===== config.mk =====
export PLATFORM = sky130hd
export DESIGN_NAME = mbox_irq_ctrl
export DESIGN_NICKNAME = d
export VERILOG_FILES = /design/src/rtl/mbox_irq_pkg.sv /design/src/rtl/mbox_ext_sync.sv /design/src/rtl/mbox_chan.sv /design/src/rtl/mbox_irq_side.sv /design/src/rtl/mbox_irq_ctrl.sv
export SDC_FILE = /design/constraint.sdc
export NUM_CORES = 1
export LEC_CHECK = 0
export ABC_CLOCK_PERIOD_IN_PS = 860
export BUFFER_PORTS_ARGS = -buffer_cell sky130_fd_sc_hd__buf_2
export CORE_MARGIN = 5
export CORE_UTILIZATION = 30
export CTS_BUF_LIST = sky130_fd_sc_hd__clkbuf_8
export DETAILED_ROUTE_END_ITERATION = 6
export HOLD_SLACK_MARGIN = 0.03
export SLEW_MARGIN = 10
export SYNTH_ARGS = -nofsm -noshare
export SYNTH_HDL_FRONTEND = slang
export SYNTH_SLANG_ARGS = --single-unit

===== constraint.sdc =====
create_clock -name clk -period 0.86 [get_ports clk]
set_input_delay 0.043 -clock clk [delete_from_list [all_inputs] [get_ports clk]]
set_output_delay 0.043 -clock clk [all_outputs]
set_load 0.02 [all_outputs]

===== src/rtl/mbox_irq_pkg.sv =====
// Package: shared constants and register selector for the mailbox/interrupt block.
// Assumes: five interrupt sources, with bit 0 reserved for the mailbox flag.
package mbox_irq_pkg;
    localparam int NSRC = 5;          // status/mask width
    localparam int NEV  = NSRC - 1;   // hardware event bits (1..4)

    typedef enum logic [1:0] {
        REG_MBOX = 2'd0,
        REG_STAT = 2'd1,
        REG_MASK = 2'd2,
        REG_NONE = 2'd3
    } reg_sel_e;
endpackage


===== src/rtl/mbox_ext_sync.sv =====
// Module: synchronizes an asynchronous pin and emits a one-cycle rise pulse.
// Assumes: the pin is slow compared with clk; STAGES >= 2.
module mbox_ext_sync #(
    parameter int STAGES = 2
) (
    input  logic clk,
    input  logic rst_n,
    input  logic pin_i,
    output logic rise_o
);
    logic [STAGES:0] sh_q;

    // Shift the pin through the synchronizer stages plus one history flop.
    always_ff @(posedge clk) begin
        if (!rst_n) sh_q <= '0;
        else        sh_q <= {sh_q[STAGES-1:0], pin_i};
    end

    assign rise_o = sh_q[STAGES-1] & ~sh_q[STAGES];


    rise_single_chk: assert property (@(posedge clk) disable iff (!rst_n)
        rise_o |=> !rise_o);
endmodule


===== src/rtl/mbox_chan.sv =====
// Module: one mailbox direction, holding the data word and its full flag.
// Assumes: a write and a read in the same cycle leave the flag set (the write wins).
module mbox_chan #(
    parameter int DW = 32
) (
    input  logic          clk,
    input  logic          rst_n,
    input  logic          wr_i,
    input  logic [DW-1:0] wdata_i,
    input  logic          rd_i,
    output logic [DW-1:0] data_o,
    output logic          full_o
);
    // Load the data word on every write.
    always_ff @(posedge clk) begin
        if (!rst_n)    data_o <= '0;
        else if (wr_i) data_o <= wdata_i;
    end

    // Set the flag on a write, clear it on a read; a write has priority.
    always_ff @(posedge clk) begin
        if (!rst_n)    full_o <= 1'b0;
        else if (wr_i) full_o <= 1'b1;
        else if (rd_i) full_o <= 1'b0;
    end


    wr_sets_chk: assert property (@(posedge clk) disable iff (!rst_n)
        wr_i |=> (full_o && data_o == $past(wdata_i)));

    rd_clears_chk: assert property (@(posedge clk) disable iff (!rst_n)
        (rd_i && !wr_i) |=> !full_o);

    data_hold_chk: assert property (@(posedge clk) disable iff (!rst_n)
        !wr_i |=> $stable(data_o));
endmodule


===== src/rtl/mbox_irq_side.sv =====
// Module: one side's status and mask registers, interrupt combine and read mux.
// Assumes: status bit 0 mirrors the incoming mailbox flag; bits 1..NSRC-1 are sticky
// event bits cleared by writing 1; an event in the same cycle as its clear wins.
module mbox_irq_side
    import mbox_irq_pkg::*;
#(
    parameter int DW = 32
) (
    input  logic            clk,
    input  logic            rst_n,
    input  logic [1:0]      addr_i,
    input  logic            wr_i,
    input  logic [NSRC-1:0] wbits_i,
    input  logic            mbox_full_i,
    input  logic [DW-1:0]   mbox_data_i,
    input  logic [NEV-1:0]  ev_i,
    output logic [DW-1:0]   rdata_o,
    output logic            irq_o
);
    logic [NEV-1:0]  ev_q;
    logic [NSRC-1:0] mask_q;
    logic [NEV-1:0]  clr;
    logic [NSRC-1:0] status;

    assign clr    = (wr_i && addr_i == REG_STAT) ? wbits_i[NSRC-1:1] : '0;
    assign status = {ev_q, mbox_full_i};

    // Sticky event bits: set by an event, cleared by a write-1, with the event winning.
    always_ff @(posedge clk) begin
        if (!rst_n) ev_q <= '0;
        else        ev_q <= ev_i | (ev_q & ~clr);
    end

    // Mask register load.
    always_ff @(posedge clk) begin
        if (!rst_n)                          mask_q <= '0;
        else if (wr_i && addr_i == REG_MASK) mask_q <= wbits_i;
    end

    // Combine the enabled sources into one interrupt line.
    assign irq_o = |(status & mask_q);

    // Register read multiplexer.
    always_comb begin
        unique case (addr_i)
            REG_MBOX: rdata_o = mbox_data_i;
            REG_STAT: rdata_o = {{(DW-NSRC){1'b0}}, status};
            REG_MASK: rdata_o = {{(DW-NSRC){1'b0}}, mask_q};
            default:  rdata_o = '0;
        endcase
    end

    for (genvar g = 0; g < NEV; g++) begin : g_bit

        ev_set_chk: assert property (@(posedge clk) disable iff (!rst_n)
            ev_i[g] |=> ev_q[g]);

        w1c_chk: assert property (@(posedge clk) disable iff (!rst_n)
            (clr[g] && !ev_i[g]) |=> !ev_q[g]);
    end


    mask_off_chk: assert property (@(posedge clk) disable iff (!rst_n)
        (mask_q == '0) |-> !irq_o);
endmodule


===== src/rtl/mbox_irq_ctrl.sv =====
// Module: top level, with two mailboxes and two interrupt controllers (host and local).
// Assumes: the event inputs are synchronous to clk; ext_irq_pin is asynchronous.
module mbox_irq_ctrl
    import mbox_irq_pkg::*;
#(
    parameter int DATA_W      = 32,
    parameter int SYNC_STAGES = 2
) (
    input  logic              clk,
    input  logic              rst_n,
    input  logic [1:0]        h_addr,
    input  logic              h_wr,
    input  logic              h_rd,
    input  logic [DATA_W-1:0] h_wdata,
    output logic [DATA_W-1:0] h_rdata,
    output logic              h_irq,
    input  logic [1:0]        l_addr,
    input  logic              l_wr,
    input  logic              l_rd,
    input  logic [DATA_W-1:0] l_wdata,
    output logic [DATA_W-1:0] l_rdata,
    output logic              l_irq,
    input  logic              dma_done,
    input  logic              fifo_nempty,
    input  logic              fifo_ovfl,
    input  logic              ext_irq_pin
);
    logic              ext_rise;
    logic [NEV-1:0]    ev;
    logic              h2l_full;
    logic              l2h_full;
    logic [DATA_W-1:0] h2l_data;
    logic [DATA_W-1:0] l2h_data;
    logic              h_mbox_wr;
    logic              h_mbox_rd;
    logic              l_mbox_wr;
    logic              l_mbox_rd;

    assign h_mbox_wr = h_wr && h_addr == REG_MBOX;
    assign h_mbox_rd = h_rd && h_addr == REG_MBOX;
    assign l_mbox_wr = l_wr && l_addr == REG_MBOX;
    assign l_mbox_rd = l_rd && l_addr == REG_MBOX;
    assign ev        = {ext_rise, fifo_ovfl, fifo_nempty, dma_done};

    mbox_ext_sync #(.STAGES(SYNC_STAGES)) i_sync (
        .clk(clk), .rst_n(rst_n), .pin_i(ext_irq_pin), .rise_o(ext_rise)
    );

    mbox_chan #(.DW(DATA_W)) i_h2l (
        .clk(clk), .rst_n(rst_n), .wr_i(h_mbox_wr), .wdata_i(h_wdata),
        .rd_i(l_mbox_rd), .data_o(h2l_data), .full_o(h2l_full)
    );

    mbox_chan #(.DW(DATA_W)) i_l2h (
        .clk(clk), .rst_n(rst_n), .wr_i(l_mbox_wr), .wdata_i(l_wdata),
        .rd_i(h_mbox_rd), .data_o(l2h_data), .full_o(l2h_full)
    );

    mbox_irq_side #(.DW(DATA_W)) i_host (
        .clk(clk), .rst_n(rst_n), .addr_i(h_addr), .wr_i(h_wr),
        .wbits_i(h_wdata[NSRC-1:0]), .mbox_full_i(l2h_full), .mbox_data_i(l2h_data),
        .ev_i(ev), .rdata_o(h_rdata), .irq_o(h_irq)
    );

    mbox_irq_side #(.DW(DATA_W)) i_local (
        .clk(clk), .rst_n(rst_n), .addr_i(l_addr), .wr_i(l_wr),
        .wbits_i(l_wdata[NSRC-1:0]), .mbox_full_i(h2l_full), .mbox_data_i(h2l_data),
        .ev_i(ev), .rdata_o(l_rdata), .irq_o(l_irq)
    );


    same_cycle_chk: assert property (@(posedge clk) disable iff (!rst_n)
        (h_mbox_wr && l_mbox_rd) |=> h2l_full);

    l2h_clear_chk: assert property (@(posedge clk) disable iff (!rst_n)
        (h_mbox_rd && !l_mbox_wr) |=> !l2h_full);
endmodule


# After elaboration in Yosys (flattened, before gate mapping)
# Index checks and enable logic that the tools add are counted.
[classes] eq_ne=4 mux=8 bitwise_logic=10 n_reduce_logical=14
[op_table] operator="$pmux 32 s3" count=2
[op_table] operator="$and 5x5->5" count=2
[op_table] operator="$reduce_or 5->1" count=2
[op_table] operator="$and 4x4->4" count=2
[op_table] operator="$logic_and 1x1->1" count=8
[op_table] operator="$mux 4" count=2
[op_table] operator="$not 4->4" count=2
[op_table] operator="$or 4x4->4" count=2
[op_table] operator="$eq 2x1->1 const B" count=2
[op_table] operator="$eq 2x2->1 const B" count=2
[op_table] operator="$logic_not 2->1" count=2
[op_table] operator="$mux 1" count=4
[op_table] operator="$reduce_bool 2->1" count=2
[op_table] operator="$and 1x1->1" count=1
[op_table] operator="$not 1->1" count=1
[word_totals] ff_bits=87 input_bits=78 output_inout_bits=66 word_cells=45

# Depth between registers and ports, before layout
# Gate-level depths: netlist (run 1).
[logic_depth] depth_word=6 mapped_depth=6

# Cells and area by module
# From an unflattened synthesis (run 1), not the netlist that was laid out.
[hier_totals] hier_cells=395 hier_area_um2=4061.4
[by_module_without_submodules] mod="mbox_chan" instances=2 cells_per_inst=106 area_per_inst_um2=1277.5 seq_area_each_um2=660.6
[by_module_without_submodules] mod="mbox_irq_side" instances=2 cells_per_inst=86 area_per_inst_um2=691.9 seq_area_each_um2=180.2
[by_module_without_submodules] mod="mbox_ext_sync" instances=1 cells_per_inst=7 area_per_inst_um2=92.6 seq_area_each_um2=60.1
[by_module_without_submodules] mod="mbox_irq_ctrl" instances=1 cells_per_inst=4 area_per_inst_um2=30.0 seq_area_each_um2=0.0

# Least setup slack after synthesis (run 1)
# No wires, ideal clock.
[synth_timing] path_type="input -> output" start="input h_addr[1]" end="output h_rdata[10]" arrival_ns=0.875 required_time_ns=0.817 path_slack_ns=-0.058 path_stages=4 path_cell_list="buf_2 -> nor2_2 -> clkbuf_1 -> and2_1"
[synth_between] elab_chain_len=2 word_cells_on_any_way=4
[synth_rtl] item="start, declared" line_no="mbox_irq_ctrl.sv:11" text="input logic [1:0] h_addr,"
[synth_rtl] item="$eq 2x2->1 (tied with other cells)" line_no="mbox_irq_side.sv:45" text="unique case (addr_i)"
[synth_rtl] item="$pmux 32 s3 (*)" line_no="mbox_irq_side.sv:45"
[synth_rtl] item="end, declared" line_no="mbox_irq_ctrl.sv:15" text="output logic [DATA_W-1:0] h_rdata,"
# Mark *: on every way between the ends. The rest lies on a longest branch, timed or not.

# Worst setup path in the final report (run 1)
[layout_timing] start="register i_l2h.full_o" end="output h_irq"
[layout_between] elab_chain_len=2
[layout_rtl] item="start, declared" line_no="mbox_chan.sv:12" text="output logic full_o"
[layout_rtl] item="start signal, assigned" line_no="mbox_chan.sv:22" text="if (!rst_n) full_o <= 1'b0;"
[layout_rtl] item="start signal, assigned" line_no="mbox_chan.sv:23" text="else if (wr_i) full_o <= 1'b1;"
[layout_rtl] item="start signal, assigned" line_no="mbox_chan.sv:24" text="else if (rd_i) full_o <= 1'b0;"
[layout_rtl] item="$and 5x5->5" line_no="mbox_irq_side.sv:41" text="assign irq_o = |(status & mask_q);"
[layout_rtl] item="$reduce_or 5->1" line_no="mbox_irq_side.sv:41"
[layout_rtl] item="end, declared" line_no="mbox_irq_ctrl.sv:16" text="output logic h_irq,"
# Every way passes these cells.

==> results by group, run 1 <==
STA
  – Clock skew: 0.00300 ns
  – Period Utilization, post-route: 154%
  – Worst Slack Setup Final: -0.467 ns
  – Final worst hold slack: 0.0432 ns
  – Relative slew slack: 78.2%
  – Worst-Margin Slew: 0.326 ns
  – Post-route setup TNS: -9.42 ns
  – Final Hold Fails: 0
  – Fin crit period: 1.33 ns
  – RSZ-0062 raised after global routing: yes
  – Final setup viols: 66
  – Final Slew Violations: 0
  – Achievable Freq: 754 MHz

Finish
  – Synth-to-layout area growth: 70.4%
  – Nets: 780
  – # fillers: 1166
  – Core Util, Final: 51.8%
  – Fin cells: 881
  – Fin area: 6510 um^2
  – Layout cells sized above 1: 48.5%

Global routing
  – GR Overflow Total: 0
  – Global-route wire length before repair: 19.7 mm
  – Pin count of the biggest net entering global routing: 55
  – Number of global-route vias before repair: 4067
  – Initial antenna violation count: 1
  – Tot GR Track Use: 16.6%

Clocking
  – CTS tree: done
  – Clk_lat worst skew: 0.34 ns
  – Clk sinks: 87
  – TritonCTS buffer count: 9
  – H-tree levels: 3
  – Root Buffer Master: clkbuf_8
  – Clock buffer depth: 2
  – CTS clk-pin slew, worst paths: 0.08 ns

Routing
  – Antenna Nets Post-Route: 0
  – Wire per inst: 14.3 um
  – Drt initial violations: 262
  – # DRC: 0
  – Total wire length: 12.6 mm
  – Vias post-DR: 4044
  – Via/cell ratio: 4.59
  – TritonRoute pass-1 iters: 5

Logic synthesis
  – Synthesized area: 3820 um^2
  – Mux share of post-synthesis cell area: 2.62%
  – Yosys cell types: 24
  – Synthesized area per cell: 7.98 um^2
  – Simple-gate share of the synthesized area: 29.9%
  – Synth Area in XOR/XNOR: 0%
  – Yosys Warn Count: 0
  – Seq cells post-synth: 87
  – Largest family of logic cells by synthesized area: simple AND/OR/NAND/NOR gates
  – Adder-cell share of the synthesized area: 0%
  – Post-synthesis compound-gate area fraction: 15.1%
  – Cells after Synth: 479
  – Sequential area share after synthesis: 45.5%
  – Synthesized Nets: 557

Setup path
  – Critical path depth in cells: 3
  – R2r setup slk: 0.05 ns
  – Worst path cell trace: a222oi_1 -> nand2_1 -> buf_6
  – Slowest CP cell: a222oi_1
  – CP Launch Type: flop
  – Cell family with most CP delay: compound AO/OA/AOI/OAI gates
  – Largest stage delay on the critical path: 0.34 ns
  – Endpoint class of the critical path: primary output
  – Critical path peak fanout: 3
  – Crit Path Class: flop to primary output
  – Crit path launch: i_l2h.full_o
  – Crit path buf inv count: 1
  – R2R cell count: 4
  – CP arrival: 1.28 ns
  – Reg-to-Reg Start: i_local.mask_q[0]
  – WP data required: 0.82 ns
  – CP endpoint: h_irq
  – Capture point of the worst reg-to-reg path: i_local.mask_q[0]

Placement
  – I/O Buffers: 143
  – Placed inst area: 4930 um^2
  – DP Cell Count: 784
  – Final HPWL DP: 8.26 mm
  – RD Place Congestion: 0.843
  – Setup WS pre-CTS: -0.175 ns

Status
  – Outcome: finished, violations left
  – Failing checks: negative setup slack

Die
  – Core area: 12600 um^2
  – Number of top-level pins: 144
  – Width of the die: 123 um
  – Die ar.: 15100 um^2
  – FP Rows: 41
  – Die span in y: 123 um
  – Starting Density: 30.4%

Pwr
  – Pwr Total: 9.04 mW
  – Leakage power: 2.76 nW
  – PwrDens: 1390 nW/um^2
  – Worst vdd ir: 0.000885 V

Flow run
  – Max Cap Viol: 0

Min path
  – Min-delay worst type: primary input to flop
[cell usage after synthesis]
master | instances | area (um^2)
o21a_1 | 2 | 15.0
nor2_2 | 2 | 12.5
o21ai_0 | 58 | 290
nand2_1 | 88 | 330
and2_1 | 57 | 357
o21ai_1 | 34 | 170
buf_4 | 7 | 52.6
nand3_1 | 74 | 370
inv_1 | 3 | 11.3
clkbuf_2 | 1 | 5.00
a22oi_1 | 2 | 15.0
clkbuf_1 | 12 | 45.0
a21boi_0 | 2 | 15.0
buf_2 | 12 | 60.1
nor2b_1 | 3 | 18.8
nand2b_1 | 1 | 6.26
buf_6 | 8 | 90.1
nand3b_1 | 2 | 15.0
a222oi_1 | 2 | 20.0
a31oi_1 | 8 | 50.1
dfxtp_1 | 87 | 1740
nor2_1 | 2 | 7.51
mux2i_1 | 10 | 100
nor3b_2 | 2 | 25.0
[worst min-delay path by stage]
stage,startpoint,to,depth (start not counted)
2_1_floorplan,h_wdata[1],i_host.ev_q[0],1
3_3_place_gp,ext_irq_pin,i_sync.sh_q[0],2
3_5_place_dp,ext_irq_pin,i_sync.sh_q[0],2
4_1_cts,rst_n,i_h2l.full_o,3
5_1_grt,rst_n,i_local.ev_q[1],3
6_report,rst_n,i_local.ev_q[1],3
[state kept, by name, indices dropped and copies added, names as in the netlist]
register and flops:
i_l2h.data_o 32, i_local.ev_q 4, i_local.mask_q 5, i_l2h.full_o 1, i_host.mask_q 5, i_sync.sh_q 3
i_host.ev_q 4, i_h2l.data_o 32, i_h2l.full_o 1
[cell type report]
cell class              count  area (um^2)  area share (%)
diodes                      2         5.00          0.0768
inverters                   3         11.3           0.173
clock buffers               9          124            1.90
multi-input cells         349         2020            30.9
clock inverters             7          113            1.73
flip-flops and latches     87         1840            28.2
repair buffers            252         2190            33.6
well taps                 172          215            3.30
[report_power, final]
part	leakage (nW)	switching (mW)	internal, mW
logic	1.89	0.653	0.732
registers	0.743	0.0973	4.21
clock network	0.124	1.44	1.92
[per-layer routing]
layer | routed length (um) | GRT usage, %
met5 | 0 | 0
met4 | 408 | 7.63
met3 | 520 | 3.29
met2 | 6640 | 29.2
met1 | 5070 | 19.5
[cell usage in the layout, fill, tap and decap left out]
cell type       n
nand2_2         1
buf_4          41
o21ai_1        57
nand3b_1        2
inv_1           4
clkinv_4        1
nor3b_4         2
a22oi_1         2
nand3_2         8
nand3_1        66
nor2_2          2
and2_4         54
a31oi_1         8
a222oi_1        2
nor2_1          2
clkbuf_8        9
dfxtp_1         9
nor2b_1         2
clkinv_2        2
mux2i_1        10
o21ai_0        35
nor2b_4         1
bufinv_16       3
buf_2          76
nand2_1        87
and2_1          3
a21boi_0        2
buf_6          57
dlygate4sd3_1  70
dfxtp_2        78
o21a_1          2
diode_2         2
nand2b_1        1
buf_12          8
[worst min-delay path: cells and delay by family]
family	cells	cell delay, ns
AOI/OAI and AO/OA	2	0.13
buffers and inverters	1	0.18
[what timing repair did]
item / CTS / global route
pin swaps: 5 / 5
cloned: 0 / 0
resized for setup: 248 / 10
endpoints found under the setup margin: 66 / 71
hold endpoints to repair: 85 / 0
buffers inserted: 0 / 9
hold buffers: 71 / 0
[cell families after synthesis]
kind of cell	Yosys count
DFF	87
muxes	10
buffers and inverters	43
AOI/OAI and AO/OA	108
and+or+nand+nor	231
Power figures use the tool's default switching activity.
==> inputs of run 2 (changes only) <==
--- a/config.mk
+++ b/config.mk
@@ -7,11 +7,12 @@
 export LEC_CHECK = 0
 export ABC_CLOCK_PERIOD_IN_PS = 860
 export BUFFER_PORTS_ARGS = -buffer_cell sky130_fd_sc_hd__buf_2
-export CORE_MARGIN = 5
-export CORE_UTILIZATION = 30
+export CORE_MARGIN = 8
+export CORE_UTILIZATION = 45
 export CTS_BUF_LIST = sky130_fd_sc_hd__clkbuf_8
 export DETAILED_ROUTE_END_ITERATION = 6
 export HOLD_SLACK_MARGIN = 0.03
+export PLACE_DENSITY = 0.77
 export SLEW_MARGIN = 10
 export SYNTH_ARGS = -nofsm -noshare
 export SYNTH_HDL_FRONTEND = slang
==> run 2 against run 1 <==
Net effect: the flow still finishes with violations (negative setup slack); combinational power is essentially flat; non-clock buffer count shrank 3; flip-flop and latch count is the same; clock skew grew 0.00059 ns; clock power shrank 21%; setup slack lost 0.0036 ns; sequential power is essentially flat; critical path depth is the same; final cell count shrank 7.8%; via count grew 4.7%; count of clock-buffer cells in the layout grew 1.
==> results by group, run 2 (synthesis gave the netlist of run 1 again) <==
Status
  – Outcome: finished, violations left
  – Failing checks: negative setup slack

STA
  – Final Hold Fails: 0
  – Clock skew: 0.00359 ns
  – Final worst hold slack: 0.173 ns
  – Worst-Margin Slew: 0.385 ns
  – Achievable Freq: 752 MHz
  – Worst Slack Setup Final: -0.470 ns
  – Period Utilization, post-route: 155%
  – Fin crit period: 1.33 ns
  – Final setup viols: 67
  – Final Slew Violations: 0
  – Relative slew slack: 74.3%
  – Post-route setup TNS: -10.0 ns
  – RSZ-0062 raised after global routing: yes

Die
  – Die span in y: 108 um
  – Width of the die: 108 um
  – Starting Density: 46.5%
  – Core area: 8220 um^2
  – Die ar.: 11700 um^2
  – Number of top-level pins: 144
  – FP Rows: 33

Placement
  – RD Place Congestion: 0.894
  – I/O Buffers: 143
  – Final HPWL DP: 7.57 mm

Setup path
  – R2r setup slk: 0 ns
  – Reg-to-Reg Start: i_host.ev_q[0]
  – CP arrival: 1.29 ns
  – CP Launch Type: flop
  – Endpoint class of the critical path: primary output
  – Crit Path Class: flop to primary output
  – R2R cell count: 4
  – Crit path launch: i_h2l.full_o
  – Capture point of the worst reg-to-reg path: i_host.ev_q[0]
  – WP data required: 0.82 ns
  – Critical path peak fanout: 3

Finish
  – Synth-to-layout area growth: 66.4%
  – Leading cell type in the layout, fill and taps excluded: nand2_1
  – Largest regs: i_h2l.data_o x32, i_l2h.data_o x32
  – Nets: 777
  – Layout cells sized above 1: 48.4%
  – Core Util, Final: 77.4%
  – Most frequent cells in the layout: 85 x nand2_1, 77 x buf_2, 73 x dfxtp_2

Pwr
  – Internal Power: 6.08 mW
  – Clock power frac: 31.5%
  – PwrDens: 1310 nW/um^2
  – Pwr Total: 8.35 mW
  – Switching part of the total: 27.1%
  – Net Switching: 2.26 mW
  – Seq pwr share: 51.6%
  – Leakage power: 2.72 nW
  – Worst vdd ir: 0.000774 V
  – Logic pwr share: 16.9%

Routing
  – Via/cell ratio: 5.22
  – # DRC: 0
  – Wire per inst: 16.7 um
  – Antenna Nets Post-Route: 0
  – Vias post-DR: 4235
  – Total wire length: 13.6 mm
  – Drt initial violations: 270
  – TritonRoute pass-1 iters: 6

Min path
  – HP Start: rst_n
  – WHS Endpoint: i_l2h.full_o
  – Min-delay worst type: primary input to flop
  – WHS Path Cells: 3

Global routing
  – Global-route wire length before repair: 20.2 mm
  – Pin count of the biggest net entering global routing: 66
  – Number of global-route vias before repair: 4212
  – Tot GR Track Use: 21.8%
  – GR Overflow Total: 0
  – Initial antenna violation count: 1

Clocking
  – H-tree levels: 3
  – Root Buffer Master: clkbuf_8
  – Clk sinks: 87
  – Clock buffer depth: 2
  – Clk_lat worst skew: 0.36 ns
  – CTS tree: done
  – CTS clk-pin slew, worst paths: 0.09 ns
  – TritonCTS buffer count: 9

Flow run
  – Max Cap Viol: 0
[run 2: worst max-delay path, stage by stage, from the launching register on]
cell	delay, ns
dfxtp_2	0.35
a222oi_1	0.31
nand2_1	0.10
buf_2	0.17
[run 2: worst max-delay path by stage]
stage                     slack, ns               end  cells past startpoint
after floorplan               -0.02  i_h2l.data_o[22]                      6
after global placement        -0.13   i_h2l.data_o[4]                      4
after detailed placement      -0.20   i_h2l.data_o[4]                      5
after CTS                     -0.48             h_irq                      3
after global routing          -0.53             l_irq                      3
final                         -0.47             l_irq                      3
[run 2: final cells by class]
class	instances	area, um^2
multi-input combinational	349	2030
sequential	87	1830
fill	528	1850
clock buffer	10	138
timing repair buffer	249	2170
tap	105	131
inverter	3	11.3
antenna	3	7.51
clock inverter	6	41.3
[run 2: routing by layer]
| layer | global-route usage (%) | part of all wire (%) |
|---|---|---|
| met3 | 4.34 | 6.3 |
| met1 | 22.2 | 36 |
| met5 | 0 | 0 |
| met4 | 12.5 | 3.0 |
| met2 | 40.3 | 55 |
[run 2: power groups by stage]
stage | Clock [mW] | Combinational (mW) | Sequential (mW)
after CTS | 2.69 | 1.32 | 4.29
final | 2.63 | 1.41 | 4.30
after global placement | 0 | 0.938 | 4.35
after floorplan | 0 | 0.578 | 4.33
after global routing | 2.83 | 1.52 | 4.32
after detailed placement | 0 | 0.967 | 4.36
[run 2: metrics by stage]
| step | worst slack (ns) | instance area [um^2] | std cells |
|---|---|---|---|
| after floorplan | -0.0173 | 3940 | 479 |
| after global placement | -0.132 | 4780 | 710 |
| after detailed placement | -0.202 | 4780 | 710 |
| after CTS | -0.476 | 6240 | 798 |
| after global routing | -0.529 | 6360 | 810 |
| final | -0.470 | 6360 | 812 |
[run 2: what timing repair did]
item,4_1_cts,5_1_grt
hold endpoints to repair,85,0
hold buffers,70,0
endpoints found under the setup margin,66,68
pin swaps,2,2
gates resized for setup,251,15
setup buffers,2,12
==> inputs of run 3 (changes only) <==
--- a/config.mk
+++ b/config.mk
@@ -6,7 +6,7 @@
 export NUM_CORES = 1
 export LEC_CHECK = 0
 export ABC_CLOCK_PERIOD_IN_PS = 860
-export BUFFER_PORTS_ARGS = -buffer_cell sky130_fd_sc_hd__buf_2
+export BUFFER_PORTS_ARGS = -buffer_cell sky130_fd_sc_hd__buf_4
 export CORE_MARGIN = 8
 export CORE_UTILIZATION = 45
 export CTS_BUF_LIST = sky130_fd_sc_hd__clkbuf_8
==> run 3 against run 2 <==
Net effect: the run still ends with negative setup slack left; critical path type unchanged; hold slack worse by 0.022 ns; sequential share of layout area is 1.2 points lower; highest routed layer unchanged; critical path depth stayed put; first-iteration DRC count is 1.1% higher; combinational power is 11% higher; fmax is 3.6% lower; global-route usage is 1.1 points higher.
==> results by group, run 3 (synthesis gave the netlist of run 1 again) <==
Routing
  – Antenna Nets Post-Route: 0
  – # DRC: 0
  – Wire per inst: 17.3 um
  – TritonRoute pass-1 iters: 5
  – Vias post-DR: 4334
  – Via/cell ratio: 5.27
  – Total wire length: 14.2 mm
  – Drt initial violations: 273

Die
  – Die ar.: 11700 um^2
  – Die span in y: 108 um
  – Core area: 8220 um^2
  – Number of top-level pins: 144
  – Starting Density: 46.5%
  – FP Rows: 33
  – Width of the die: 108 um

STA
  – RSZ-0062 raised after global routing: yes
  – Fin crit period: 1.38 ns
  – Achievable Freq: 725 MHz
  – Period Utilization, post-route: 160%
  – Relative slew slack: 74.5%
  – Final Hold Fails: 0
  – Worst-Margin Slew: 0.382 ns
  – Final Slew Violations: 0
  – Clock skew: 0.000643 ns
  – Final setup viols: 66
  – Worst Slack Setup Final: -0.520 ns

Finish
  – Core Util, Final: 80.7%
  – Largest regs: i_h2l.data_o x32, i_l2h.data_o x32
  – Sequential Area: 1830 um^2
  – Multi-input gate area: 2010 um^2
  – Fin area: 6630 um^2
  – Most frequent cells in the layout: 122 x buf_4, 88 x nand2_1, 70 x dlygate4sd3_1, 70 x dfxtp_2, 66 x nand3_1
  – Synth-to-layout area growth: 73.4%
  – Nets: 787
  – # fillers: 492
  – Leading cell type in the layout, fill and taps excluded: buf_4
  – Layout cells sized above 1: 48.0%
  – Fin cells: 822

Pwr
  – Worst vdd ir: 0.000926 V
  – Leakage power: 2.84 nW
  – PwrDens: 1340 nW/um^2

Setup path
  – Crit Path Class: flop to primary output
  – WP data required: 0.82 ns
  – R2R cell count: 3
  – Crit path buf inv count: 1
  – Capture point of the worst reg-to-reg path: i_h2l.full_o
  – CP arrival: 1.34 ns
  – Cell family with most CP delay: compound AO/OA/AOI/OAI gates
  – Worst path cell trace: a222oi_1 -> nand2_1 -> buf_6
  – Critical path peak fanout: 3
  – R2r setup slk: 0 ns
  – Slowest CP cell: a222oi_1
  – Largest stage delay on the critical path: 0.35 ns
  – Reg-to-Reg Start: i_h2l.full_o
  – Crit path launch: i_local.mask_q[0]
  – Critical path depth in cells: 3
  – CP Launch Type: flop
  – Endpoint class of the critical path: primary output

Placement
  – Final HPWL DP: 8.02 mm
  – DP Cell Count: 714
  – I/O Buffers: 143
  – RD Place Congestion: 0.914
  – Placed inst area: 5170 um^2
  – Setup WS pre-CTS: -0.142 ns

Clocking
  – Clk sinks: 87
  – Clk_lat worst skew: 0.36 ns
  – Root Buffer Master: clkbuf_8
  – CTS tree: done
  – Clock buffer depth: 2
  – CTS clk-pin slew, worst paths: 0.10 ns
  – H-tree levels: 3
  – TritonCTS buffer count: 9

Global routing
  – Global-route wire length before repair: 21.3 mm
  – GR Overflow Total: 0
  – Pin count of the biggest net entering global routing: 63
  – Number of global-route vias before repair: 4332
  – Initial antenna violation count: 1
  – Tot GR Track Use: 22.9%

Min path
  – WHS Path Cells: 4
  – Min-delay worst type: primary input to flop
  – HP Start: l_addr[0]
  – WHS Endpoint: i_local.ev_q[3]

Flow run
  – Max Cap Viol: 0

Status
  – Outcome: finished, violations left
  – Failing checks: negative setup slack
[run 3: worst max-delay path by stage]
stage | endpoint
detailed placement | i_h2l.data_o[1]
floorplan | i_h2l.data_o[22]
CTS | l_irq
global route | h_irq
global placement | i_h2l.data_o[31]
finish | l_irq
[run 3: per-stage QoR]
| step | hold slack [ns] | setup TNS, ns | power (mW) |
|---|---|---|---|
| 6_report | 0.151 | -10.44 | 8.87 |
| 5_1_grt | 0.167 | -12.89 | 9.21 |
| 4_1_cts | 0.137 | -11.01 | 8.80 |
| 3_5_place_dp | 0.252 | -8.00 | 5.48 |
| 3_3_place_gp | 0.249 | -5.25 | 5.44 |
| 2_1_floorplan | 0.143 | -0.253 | 4.91 |
[run 3: final cells by class]
class                      count  share of cell area (%)
clock inverter                 7                    1.26
tap                          105                    1.98
antenna                        3                   0.113
clock buffer                   9                    1.87
multi-input combinational    349                    30.3
sequential                    87                    27.6
inverter                       3                   0.170
timing repair buffer         259                    36.7
[run 3: worst reg2reg max path, stage by stage, from the launching register on]
cell and delay (ns):
dfxtp_2 0.34, buf_6 0.11, a21boi_1 0.11, o21a_1 0.19
[run 3: power breakdown]
group | internal, mW | leakage (nW) | switching, mW
combinational | 0.849 | 1.99 | 0.710
clock | 1.41 | 0.103 | 1.60
sequential | 4.20 | 0.740 | 0.0969
[run 3: what timing repair did]
item	4_1_cts	5_1_grt
gates resized for setup	182	10
setup buffers	8	11
hold buffers	70	0
hold endpoints to repair	85	0
pin swaps	7	7
setup endpoints to repair	66	72
gates cloned	0	0
[run 3: per-layer routing]
metal | global-route usage, % | up-vias | part of all wire, %
met3 | 4.94 | 47 | 5.3
met5 | 0 | - | 0
met2 | 42.1 | 171 | 54
met1 | 23.8 | 2035 | 37
met4 | 12.0 | 0 | 4.0
li1 | - | 2081 | -
